## src/rtl/cs_dec_pkg.sv

```systemverilog
`timescale 1ns/1ps
// Shared constants, types and the wide wait-code mapping for the decoder.
// Assumes a fixed select ordering that also defines configuration priority.
package cs_dec_pkg;
    localparam int NSEL     = 14;   // control, upper, lower, 4 mid, 7 peripheral
    localparam int NMID     = 4;
    localparam int NPER     = 7;
    localparam int SEL_CTL  = 0;
    localparam int SEL_UP   = 1;
    localparam int SEL_LO   = 2;
    localparam int SEL_MID0 = 3;
    localparam int SEL_PER0 = SEL_MID0 + NMID;
    localparam int NREG     = 6;
    localparam int IDX_W    = 3;
    localparam int REG_UP   = 0;
    localparam int REG_LO   = 1;
    localparam int REG_MID  = 2;
    localparam int REG_PER  = 3;
    localparam int REG_AUX  = 4;
    localparam int REG_CTL  = 5;

    typedef struct packed {
        logic [3:0] waits;
        logic       rdy;
    } sel_cfg_t;

    // Maps a 3-bit wait code to a wait count: 0..3 literal, then 5, 7, 9, 15.
    function automatic logic [3:0] wait_from_code3(input logic [2:0] code);
        case (code)
            3'd4:    return 4'd5;
            3'd5:    return 4'd7;
            3'd6:    return 4'd9;
            3'd7:    return 4'd15;
            default: return {1'b0, code};
        endcase
    endfunction
endpackage

```

## src/rtl/cs_cfg_regs.sv

```systemverilog
`timescale 1ns/1ps
// Control word storage with sticky "written" flags used as enables.
// Assumes writes land at the clock edge where cfg_we is high; unmapped indices are dropped.
module cs_cfg_regs
    import cs_dec_pkg::*;
#(
    parameter int              DATA_W  = 16,
    parameter logic [DATA_W-1:0] CTL_RST = 16'h0FF1
) (
    input  logic                          clk,
    input  logic                          rst_n,
    input  logic                          cfg_we,
    input  logic [IDX_W-1:0]              cfg_idx,
    input  logic [DATA_W-1:0]             cfg_wdata,
    output logic [NREG-1:0][DATA_W-1:0]   word_q,
    output logic [NREG-1:0]               seen_q
);

    // Store written words and remember which indices have ever been written.
    always_ff @(posedge clk) begin
        if (!rst_n) begin
            for (int i = 0; i < NREG; i++) begin
                word_q[i] <= (i == REG_CTL) ? CTL_RST : '0;
            end
            seen_q <= '0;
        end else if (cfg_we) begin
            for (int i = 0; i < NREG; i++) begin
                if (cfg_idx == IDX_W'(i)) begin
                    word_q[i] <= cfg_wdata;
                    seen_q[i] <= 1'b1;
                end
            end
        end
    end

    // an enable flag only turns on in the cycle after a write strobe
    p_enable_by_write_r5: assert property (@(posedge clk) disable iff (!rst_n)
        ((seen_q & ~$past(seen_q)) != '0) |-> $past(cfg_we));

    // once written, a region stays enabled until reset
    p_enable_sticky_r5: assert property (@(posedge clk) disable iff (!rst_n)
        (($past(seen_q) & ~seen_q) == '0));

endmodule

```

## src/rtl/cs_region_match.sv

```systemverilog
`timescale 1ns/1ps
// Compares the bus address and space against every programmed region and
// produces a per-select hit vector plus each select's wait/ready settings.
// Assumes region words are stable during a cycle; decode is purely combinational.
module cs_region_match
    import cs_dec_pkg::*;
#(
    parameter int ADDR_W    = 20,
    parameter int DATA_W    = 16,
    parameter int MID_BLK_W = 12,
    parameter int PER_BLK_W = 8,
    parameter int CTL_BLK_W = 8
) (
    input  logic                        clk,
    input  logic                        rst_n,
    input  logic [NREG-1:0][DATA_W-1:0] word_q,
    input  logic [NREG-1:0]             seen_q,
    input  logic                        bus_act,
    input  logic [ADDR_W-1:0]           bus_addr,
    input  logic                        bus_io,
    output logic [NSEL-1:0]             hit,
    output sel_cfg_t [NSEL-1:0]         cfg,
    output logic                        latch_mode,
    output logic                        noaddr_up,
    output logic                        noaddr_lo
);

    localparam int SIZE_UNIT  = 10;
    localparam int MID_SPAN_W = MID_BLK_W + $clog2(NMID);
    localparam int MB_W       = ADDR_W - MID_SPAN_W;
    localparam int PER_OFF_W  = 3;
    localparam int PER_SPAN_W = PER_BLK_W + PER_OFF_W;
    localparam int PB_W       = ADDR_W - PER_SPAN_W;
    localparam int CB_W       = ADDR_W - CTL_BLK_W;

    logic [DATA_W-1:0] up_w, lo_w, mid_w, per_w, aux_w, ctl_w;
    logic [ADDR_W:0]   up_span, lo_span;
    logic              up_in, lo_in, mid_in, per_in, ctl_in, mid_en, per_en;
    logic [$clog2(NMID)-1:0] mid_idx;
    logic [PER_OFF_W-1:0]    per_off;
    logic              cfg_unused;

    assign up_w  = word_q[REG_UP];
    assign lo_w  = word_q[REG_LO];
    assign mid_w = word_q[REG_MID];
    assign per_w = word_q[REG_PER];
    assign aux_w = word_q[REG_AUX];
    assign ctl_w = word_q[REG_CTL];

    // Region sizes for the edge regions from their 3-bit size codes.
    assign up_span = (ADDR_W+1)'(1) << (SIZE_UNIT + int'(up_w[6:4]));
    assign lo_span = (ADDR_W+1)'(1) << (SIZE_UNIT + int'(lo_w[6:4]));

    // Window membership tests for each region family.
    assign lo_in  = {1'b0, bus_addr} < lo_span;
    assign up_in  = {1'b0, ~bus_addr} < up_span;
    assign mid_in = bus_addr[ADDR_W-1:MID_SPAN_W] == mid_w[DATA_W-1 -: MB_W];
    assign per_in = (bus_addr[ADDR_W-1:PER_SPAN_W] == per_w[DATA_W-1 -: PB_W])
                  && (bus_io == per_w[4]);
    assign ctl_in = (bus_addr[ADDR_W-1:CTL_BLK_W] == ctl_w[DATA_W-1 -: CB_W])
                  && (bus_io == ctl_w[0]);
    assign mid_idx = bus_addr[MID_SPAN_W-1:MID_BLK_W];
    assign per_off = bus_addr[PER_SPAN_W-1:PER_BLK_W];
    assign mid_en  = seen_q[REG_MID] & seen_q[REG_AUX];
    assign per_en  = seen_q[REG_PER] & seen_q[REG_AUX];

    assign latch_mode = aux_w[3];
    assign noaddr_up  = up_w[3];
    assign noaddr_lo  = lo_w[3];

    // Control window, upper and lower selects.
    assign hit[SEL_CTL] = bus_act & ctl_in;
    assign hit[SEL_UP]  = bus_act & seen_q[REG_UP] & ~bus_io & up_in;
    assign hit[SEL_LO]  = bus_act & seen_q[REG_LO] & ~bus_io & lo_in;
    assign cfg[SEL_CTL] = '{waits: 4'd0, rdy: 1'b0};
    assign cfg[SEL_UP]  = '{waits: {2'b00, up_w[1:0]}, rdy: up_w[2]};
    assign cfg[SEL_LO]  = '{waits: {2'b00, lo_w[1:0]}, rdy: lo_w[2]};

    // Mid selects share one word; each decodes one quarter of the window.
    for (genvar k = 0; k < NMID; k++) begin : g_mid
        assign hit[SEL_MID0+k] = bus_act & mid_en & ~bus_io & mid_in
                               & (mid_idx == $clog2(NMID)'(k));
        assign cfg[SEL_MID0+k] = '{waits: {2'b00, mid_w[1:0]}, rdy: mid_w[2]};
    end

    // Peripheral selects: low five use the wide wait code, top two the aux word.
    for (genvar k = 0; k < NPER; k++) begin : g_per
        assign hit[SEL_PER0+k] = bus_act & per_en & per_in
                               & (per_off == PER_OFF_W'(k))
                               & ((k < 5) ? 1'b1 : ~latch_mode);
        if (k < 5) begin : g_wide
            assign cfg[SEL_PER0+k] = '{waits: wait_from_code3(per_w[2:0]), rdy: per_w[3]};
        end else begin : g_narrow
            assign cfg[SEL_PER0+k] = '{waits: {2'b00, aux_w[1:0]}, rdy: aux_w[2]};
        end
    end

    assign cfg_unused = ^{up_w[DATA_W-1:7], lo_w[DATA_W-1:7], mid_w[DATA_W-MB_W-1:3],
                          per_w[DATA_W-PB_W-1:5], aux_w[DATA_W-1:4],
                          ctl_w[DATA_W-CB_W-1:1], seen_q[REG_CTL]};

    // an idle bus produces no match at all
    p_idle_no_hit_r13: assert property (@(posedge clk) disable iff (!rst_n)
        !bus_act |-> (hit == '0));

    // at most one mid select answers a given address
    p_mid_single_r3: assert property (@(posedge clk) disable iff (!rst_n)
        $onehot0(hit[SEL_MID0 +: NMID]));

    // edge regions never answer in I/O space
    p_edge_mem_only_r2: assert property (@(posedge clk) disable iff (!rst_n)
        bus_io |-> !(hit[SEL_UP] || hit[SEL_LO]));

endmodule

```

## src/rtl/cs_cfg_merge.sv

```systemverilog
`timescale 1ns/1ps
// Picks the configuration of the lowest-index matching select and flags
// any other match whose wait/ready settings differ from it.
// Assumes the select index order is the priority order.
module cs_cfg_merge
    import cs_dec_pkg::*;
(
    input  logic                clk,
    input  logic                rst_n,
    input  logic [NSEL-1:0]     hit,
    input  sel_cfg_t [NSEL-1:0] cfg,
    output logic [3:0]          wait_cnt,
    output logic                ext_rdy_req,
    output logic                cfg_conflict,
    output logic                any_hit
);

    sel_cfg_t chosen;

    // Priority pick: scanning downward leaves the lowest matching index.
    always_comb begin
        chosen  = '0;
        any_hit = 1'b0;
        for (int i = NSEL-1; i >= 0; i--) begin
            if (hit[i]) begin
                chosen  = cfg[i];
                any_hit = 1'b1;
            end
        end
    end

    // Disagreement check across all matches against the chosen settings.
    always_comb begin
        cfg_conflict = 1'b0;
        for (int i = 0; i < NSEL; i++) begin
            if (hit[i] && (cfg[i] != chosen)) cfg_conflict = 1'b1;
        end
    end

    assign wait_cnt    = chosen.waits;
    assign ext_rdy_req = chosen.rdy;

    // a conflict needs at least two simultaneous matches
    p_conflict_two_r12: assert property (@(posedge clk) disable iff (!rst_n)
        cfg_conflict |-> ($countones(hit) > 1));

    // with no match the sequencer sees zero waits and no ready demand
    p_idle_cfg_r1: assert property (@(posedge clk) disable iff (!rst_n)
        !any_hit |-> (wait_cnt == 4'd0 && !ext_rdy_req));

endmodule

```

## src/rtl/cs_decoder.sv

```systemverilog
`timescale 1ns/1ps
// Top of the chip-select decoder: control words, region match, priority merge,
// and the optional latched A1/A2 outputs on the pins of peripheral selects 5/6.
// Assumes bus_start marks the cycle whose address bits 2:1 should be captured.
module cs_decoder
    import cs_dec_pkg::*;
#(
    parameter int ADDR_W = 20,
    parameter int DATA_W = 16
) (
    input  logic              clk,
    input  logic              rst_n,
    input  logic              cfg_we,
    input  logic [2:0]        cfg_idx,
    input  logic [DATA_W-1:0] cfg_wdata,
    input  logic              bus_act,
    input  logic              bus_start,
    input  logic [ADDR_W-1:0] bus_addr,
    input  logic              bus_io,
    output logic              ucs_n,
    output logic              lcs_n,
    output logic [3:0]        mcs_n,
    output logic [3:0]        pcs_n,
    output logic              pin5_o,
    output logic              pin6_o,
    output logic              ctl_hit,
    output logic              any_hit,
    output logic [3:0]        wait_cnt,
    output logic              ext_rdy_req,
    output logic              cfg_conflict,
    output logic              addr_float
);

    logic [NREG-1:0][DATA_W-1:0] word_q;
    logic [NREG-1:0]             seen_q;
    logic [NSEL-1:0]             hit;
    sel_cfg_t [NSEL-1:0]         cfg;
    logic                        latch_mode, noaddr_up, noaddr_lo;
    logic                        a1_q, a2_q;

    cs_cfg_regs #(.DATA_W(DATA_W)) u_regs (
        .clk(clk), .rst_n(rst_n), .cfg_we(cfg_we), .cfg_idx(cfg_idx),
        .cfg_wdata(cfg_wdata), .word_q(word_q), .seen_q(seen_q)
    );

    cs_region_match #(.ADDR_W(ADDR_W), .DATA_W(DATA_W)) u_match (
        .clk(clk), .rst_n(rst_n), .word_q(word_q), .seen_q(seen_q),
        .bus_act(bus_act), .bus_addr(bus_addr), .bus_io(bus_io),
        .hit(hit), .cfg(cfg), .latch_mode(latch_mode),
        .noaddr_up(noaddr_up), .noaddr_lo(noaddr_lo)
    );

    cs_cfg_merge u_merge (
        .clk(clk), .rst_n(rst_n), .hit(hit), .cfg(cfg),
        .wait_cnt(wait_cnt), .ext_rdy_req(ext_rdy_req),
        .cfg_conflict(cfg_conflict), .any_hit(any_hit)
    );

    // Capture address bits 2:1 on each start strobe for the latched-pin mode.
    always_ff @(posedge clk) begin
        if (!rst_n) begin
            a1_q <= 1'b0;
            a2_q <= 1'b0;
        end else if (bus_start) begin
            a1_q <= bus_addr[1];
            a2_q <= bus_addr[2];
        end
    end

    assign ucs_n   = ~hit[SEL_UP];
    assign lcs_n   = ~hit[SEL_LO];
    assign mcs_n   = ~hit[SEL_MID0 +: NMID];
    assign pcs_n   = ~hit[SEL_PER0 +: 4];
    assign pin5_o  = latch_mode ? a1_q : ~hit[SEL_PER0+5];
    assign pin6_o  = latch_mode ? a2_q : ~hit[SEL_PER0+6];
    assign ctl_hit = hit[SEL_CTL];
    assign addr_float = (hit[SEL_UP] & noaddr_up) | (hit[SEL_LO] & noaddr_lo);

    // address-off only accompanies an asserted upper or lower select
    p_float_edge_r11: assert property (@(posedge clk) disable iff (!rst_n)
        addr_float |-> (!ucs_n || !lcs_n));

    // latched pins follow the address presented with the start strobe
    p_latch_capture_r7: assert property (@(posedge clk) disable iff (!rst_n)
        (latch_mode && bus_start) |=> (!latch_mode || pin5_o == $past(bus_addr[1])));

    // without a strobe the latched pins hold their value
    p_latch_hold_r7: assert property (@(posedge clk) disable iff (!rst_n)
        (latch_mode && !bus_start) |=> (!latch_mode || $stable({pin6_o, pin5_o})));

endmodule

```

## config.mk

```make
export PLATFORM = sky130hd
export DESIGN_NAME = cs_decoder
export DESIGN_NICKNAME = d
export VERILOG_FILES = /design/src/rtl/cs_dec_pkg.sv /design/src/rtl/cs_cfg_regs.sv /design/src/rtl/cs_region_match.sv /design/src/rtl/cs_cfg_merge.sv /design/src/rtl/cs_decoder.sv
export SDC_FILE = /design/constraint.sdc
export NUM_CORES = 1
export LEC_CHECK = 0
export BUFFER_PORTS_ARGS = -buffer_cell sky130_fd_sc_hd__buf_2
export CAP_MARGIN = 40
export CORE_MARGIN = 3
export CORE_UTILIZATION = 29
export CTS_BUF_LIST = sky130_fd_sc_hd__clkbuf_4 sky130_fd_sc_hd__clkbuf_8
export CTS_CLUSTER_DIAMETER = 120
export CTS_CLUSTER_SIZE = 8
export DETAILED_ROUTE_END_ITERATION = 10
export REMOVE_ABC_BUFFERS = 1
export SLEW_MARGIN = 20
export SYNTH_ARGS = -nofsm -noshare
export SYNTH_HDL_FRONTEND = slang
export SYNTH_SLANG_ARGS = --single-unit
export TNS_END_PERCENT = 100
```

## constraint.sdc

```tcl
create_clock -name clk -period 4.4 [get_ports clk]
set_clock_uncertainty 0.05 [all_clocks]
set_input_delay 0.44 -clock clk [delete_from_list [all_inputs] [get_ports clk]]
set_output_delay 0.44 -clock clk [all_outputs]
set_load 0.01 [all_outputs]
```

== Word level (Yosys, flattened, before mapping) ==
Cells that the tools add are included.
Widths: inputs -> output; s select.
Storage, ports and cells
  bits in registers: 73
  input port bits: 45
  output and inout port bits: 21
  logic and storage cells: 157
Cells by class
  add/sub/neg operators: 2
  $lt $le $gt $ge: 2
  equality and inequality tests: 28
  shifts and indexed selects: 2
  multiplexer cells: 45
  bitwise operators: 39
  reduce and logical (&&, ||, !) cells: 26
Operator list (count)
  $shl 1x32->21 const A: 2
  $mux 5: 12
  $lt 20x21->1: 2
  $mux 1: 30
  $and 1x1->1: 29
  $eq 3x3->1 const B: 9
  $ne 3x5->1: 4
  $not 20->20: 1
  $logic_and 1x1->1: 16
  $pmux 4 s4: 1
  $eq 12x12->1: 1
  $eq 3x2->1 const B: 4
  $reduce_and 2->1: 6
  $add 4x3->5 const A: 2
  $eq 9x9->1: 1
  $not 4->4: 2
  $eq 3x1->1 const B: 2
  $eq 6x6->1: 1
  $logic_not 3->1: 2
  $mux 3: 2
  $not 1->1: 6
  $ne 5x5->1: 1
  $reduce_bool 5->1: 1
  $eq 2x2->1 const B: 2
  other kinds (4): 5

== Logic depth before layout (Yosys ltp) ==
  word-level depth: 35
  gate-level depth with buffers: 14
  mapped depth without buffers: 14

== Hierarchy ==
A second synthesis with hierarchy kept.
Unflattened totals
  cells, all modules: 863
  area total of the unflattened synthesis: 7398.3 sq um
Modules (own cells, without submodules)
  cs_cfg_regs: times used 1, cells each 361, area an instance 3761.1 sq um, seq. area each 2042.0 sq um
  cs_region_match: times used 1, cells each 249, area an instance 1795.5 sq um, seq. area each 0.0 sq um
  cs_cfg_merge: times used 1, cells each 232, area an instance 1695.4 sq um, seq. area each 0.0 sq um
  cs_decoder: times used 1, cells each 21, area an instance 146.4 sq um, seq. area each 40.0 sq um

== Worst setup path after synthesis ==
OpenSTA, ideal clock, no wires.
  kind: register -> output
  start point: reg u_regs.word_q[21] in the netlist's numbering
  end point: out cfg_conflict
  data arrival time: 3.347 ns
  data required time: 3.910 ns
  setup slack: 0.563 ns
  cell stages (with the launch flop): 14
  path buffers: 0
  path through: dfxtp_1 > ha_1 > nor2b_1 > nand3_1 > ha_1 > o21ai_0 > a221oi_1 > nand2b_1 > nand2_1 > o211ai_1 > a2111oi_0 > or4_1 > a2111oi_2 > nand2_1
Between the ends
  longest elaborated chain between the ends: 23
  elaborated cells on any way between the ends: 41
  those cells by class: add/sub: 1; order compare: 1; eq/ne: 5; shift: 1; mux: 17; bitwise: 1; reduce/logical: 15
RTL lines
  from (decl): line cs_cfg_regs.sv:15  | output logic [NREG-1:0][DATA_W-1:0] word_q,
  from (signal, indexed assignment): line cs_cfg_regs.sv:23  | word_q[i] <= (i == REG_CTL) ? CTL_RST : '0;
  from (signal, indexed assignment): line cs_cfg_regs.sv:29  | word_q[i] <= cfg_wdata;
  $add 4x3->5 (*): line cs_region_match.sv:52  | assign lo_span = (ADDR_W+1)'(1) << (SIZE_UNIT + int'(lo_w[6:4]));
  $shl 1x32->21 (*): line cs_region_match.sv:52
  $lt 20x21->1 (*): line cs_region_match.sv:55  | assign lo_in = {1'b0, bus_addr} < lo_span;
  $and 1x1->1 (*): line cs_region_match.sv:74  | assign hit[SEL_LO] = bus_act & seen_q[REG_LO] & ~bus_io & lo_in;
  $mux 5 (3 in series): line cs_cfg_merge.sv:25  | if (hit[i]) begin
  $reduce_bool 5->1: line cs_cfg_merge.sv:36  | if (hit[i] && (cfg[i] != chosen)) cfg_conflict = 1'b1;
  $logic_and 1x1->1: line cs_cfg_merge.sv:36
  $mux 1 (13 in series): line cs_cfg_merge.sv:36
  $mux 1 (*): line cs_cfg_merge.sv:36
  to (decl): line cs_decoder.sv:30  | output logic cfg_conflict,
Mark *: on every way between the ends. The rest lies on a longest branch, timed or not.

== Final worst setup path ==
Ends and elaborated chain as after synthesis.

==> impl_metrics.ini <==
[worst_setup_path]
worst_r2r_endpoint = u_regs.word_q[21]
worstPathArrival_ns = 3.68
required_ns = 3.91
reg2reg_depth = 3
start_kind = register
cp-end-kind = output port
cp_max_fo = 4
crit_type = register to output port
r2r-start = u_regs.word_q[21]
cp-startpoint = u_regs.word_q[21]
reg2reg_slack_ns = 3.56

[die]
num_rows = 43
coreArea_um2 = 13900
fp.dieH_um = 126
pin_count = 66
die_w_um = 126
start_util_pct = 29.8
die-area_um2 = 15800

[place]
pre_cts_ws_ns = 0.212
gp_congestion = 0.878
hpwl_um = 10400
port_buffers = 59

[clock_network]
clock_latency_ns = 0.34
clock_sinks = 61
cts_tree = done
root_buffer = clkbuf_8
cts.clk_slew.worst_paths_ns = 0.07
htree_levels = 3
cts_buffers = 9
cts_hold_buf = 0
clockBufferDepth = 2

[layout]
final_common_cell = nand2_1
mostFrequentLayoutCells = 141 x nand2_1, 61 x buf_2, 58 x dfxtp_1
nets = 692
drive_above_1_share_pct = 19.6
diodes = 0
seq_area_um2 = 1230
multi_input_area_um2 = 2880
n_fill_cell = 1482
areaGrowthSynthToFinish_pct = 21.5

[timing]
rsz0062_at_grt = no
setup_viol = 0
hold_viol = 0
slew_viol_final = 0
final.setup.tns_ns = 0
timing.final.crit_share_pct = 94.9
tightest_slew_ns = 0.831
max_freq_mhz = 240
max-slew-margin-rel_pct = 44.1
period_minus_slack_ns = 4.17
setup_ws_ns = 0.225

[synthesis]
synth_ff_type = dfxtp_1
ys_seq_area_share_pct = 29.4
synth.distinct_cells = 53
synth-edff-count = 0
ys_ff_latch = 61
synth_area_per_cell_um2 = 7.56
syn_inst = 549
postSynth.asyncResetShare_pct = 0
ys_warn_count = 0
synth_area_um2 = 4150

[pwr]
power.share.switching_pct = 29.0
p_clk_share_pct = 35.2
combPwrFrac_pct = 15.3
p_switching_mw = 0.339
p_leak_nw = 1.93
powerDensity_nw_per_um2 = 232
seqPwrFrac_pct = 49.4
irDropWorstVdd_mv = 0.188
p_int_mw = 0.832

[global_route]
grt_antenna_before_repair = 0
grt_overflow = 0
grt_pass1_wl_um = 20900
grt_max_degree = 52
first_global_vias = 4034
grt_usage_pct = 16.6

[routing]
wl_per_cell_um = 16.5
drc = 0
wirelength_um = 13300
viasPerCell = 5.16
dr.pass1.iters = 4
dr_total_vias = 4156
ant_nets = 0
drt_iter0_markers = 312

[job]
drv_cap = 0

[status]
status = finished, final reports clean

[min_path]
min_path_cells = 3
min_to = u_regs.word_q[89]
worstHoldStart = cfg_wdata[9]
min_path_type = input port to register
synthesized netlist by cell type (all sizes together), types with 3 or more instances:
cell type  instances  area, um2
inv               26       97.6
nand3             27        135
nand2            141        529
mux2i              9       90.1
o211ai             4       30.0
mux2               3       33.8
o21a              10       75.1
a32oi              3       26.3
o21ai             13       65.1
xnor2             20        175
nand2b             5       31.3
and2               5       31.3
or3                7       43.8
clkbuf            16       60.1
nand4             12       75.1
dfxtp             61       1220
a21oi             13       65.1
ha                24        300
xor2              10       87.6
a211oi             5       42.5
or4                4       33.8
nor2              23       86.3
nor4               6       37.5
nor3              11       66.3
a21boi            41        308
o31ai              6       58.8
nor2b             16        100
logic make-up (layout without fill, tap and decap cells):
logic type | after synthesis | after routing | synth area share, %
DFF | 61 | 61 | 29.4
muxes | 12 | 12 | 2.98
AOI/OAI and AO/OA | 113 | 113 | 20.1
adders and majority gates | 24 | 24 | 7.24
xor gates and xnor gates | 30 | 30 | 6.33
buffers and inverters | 42 | 119 | 3.80
and+or+nand+nor | 267 | 267 | 30.1
stage by stage:
stage / total power, mW / utilization, % / hold slack [ns] / cells / instance area (um2)
after floorplan: 0.679 / - / 0.384 / 533 / 4090
after global placement: 0.754 / 33.8 / 0.396 / 785 / 4710
after detailed placement: 0.762 / 34.1 / 0.405 / 790 / 4760
after CTS: 1.18 / 35.4 / 0.258 / 804 / 4940
after global routing: 1.23 / 36.2 / 0.268 / 806 / 5040
final: 1.17 / 36.2 / 0.268 / 806 / 5040
worst max-delay path: stages (launching register included):
cell and delay, ns:
dfxtp_2 0.34, ha_4 0.26, nor2b_4 0.14, nand3_1 0.10, ha_1 0.29, o21ai_1 0.08
a221oi_2 0.36, buf_4 0.18, o2bb2ai_1 0.07, a211oi_2 0.30, o31ai_4 0.09, mux2i_1 0.14
or4_4 0.55, a2111oi_4 0.19, nand2_1 0.09, buf_2 0.14
flip-flops by register name (all words and copies together) (netlist names):
signal / flops
u_regs.seen_q: 5
a1_q: 1
u_regs.word_q: 54
a2_q: 1
area by class of cell:
class	instances	area share (%)
Timing Repair Buffer	79	9.05
Clock inverter	5	0.595
Tap cell	180	4.47
Sequential cell	61	24.3
Inverter	26	1.94
Multi-Input combinational cell	446	57.2
Clock buffer	9	2.46
worst max-delay path by stage:
stage,end,cells past startpoint
floorplan,cfg_conflict,13
CTS,cfg_conflict,14
global route,cfg_conflict,16
finish,cfg_conflict,15
global placement,cfg_conflict,15
detailed placement,cfg_conflict,15
layer usage:
layer / vias up / track usage [%] / wire length, um
li1: 2076 / - / -
met1: 1949 / 21.9 / 5910
met2: 125 / 27.6 / 6400
met3: 6 / 4.66 / 889
met4: 0 / 3.00 / 63
met5: - / 0 / 0
power by group through the flow:
stage	registers [mW]	clock network [mW]	logic, mW
finish	0.579	0.413	0.179
global route	0.580	0.454	0.199
CTS	0.578	0.425	0.173
detailed placement	0.591	0	0.171
global placement	0.590	0	0.164
floorplan	0.588	0	0.0912
what timing repair did:
action                     in CTS  in global routing
pin swaps                       1                  6
hold endpoints to repair        0                  0
resized for setup              10                 20
setup endpoints to repair       1                  1
buffers inserted                0                  2
No activity file was read; power rests on OpenSTA's default activity.
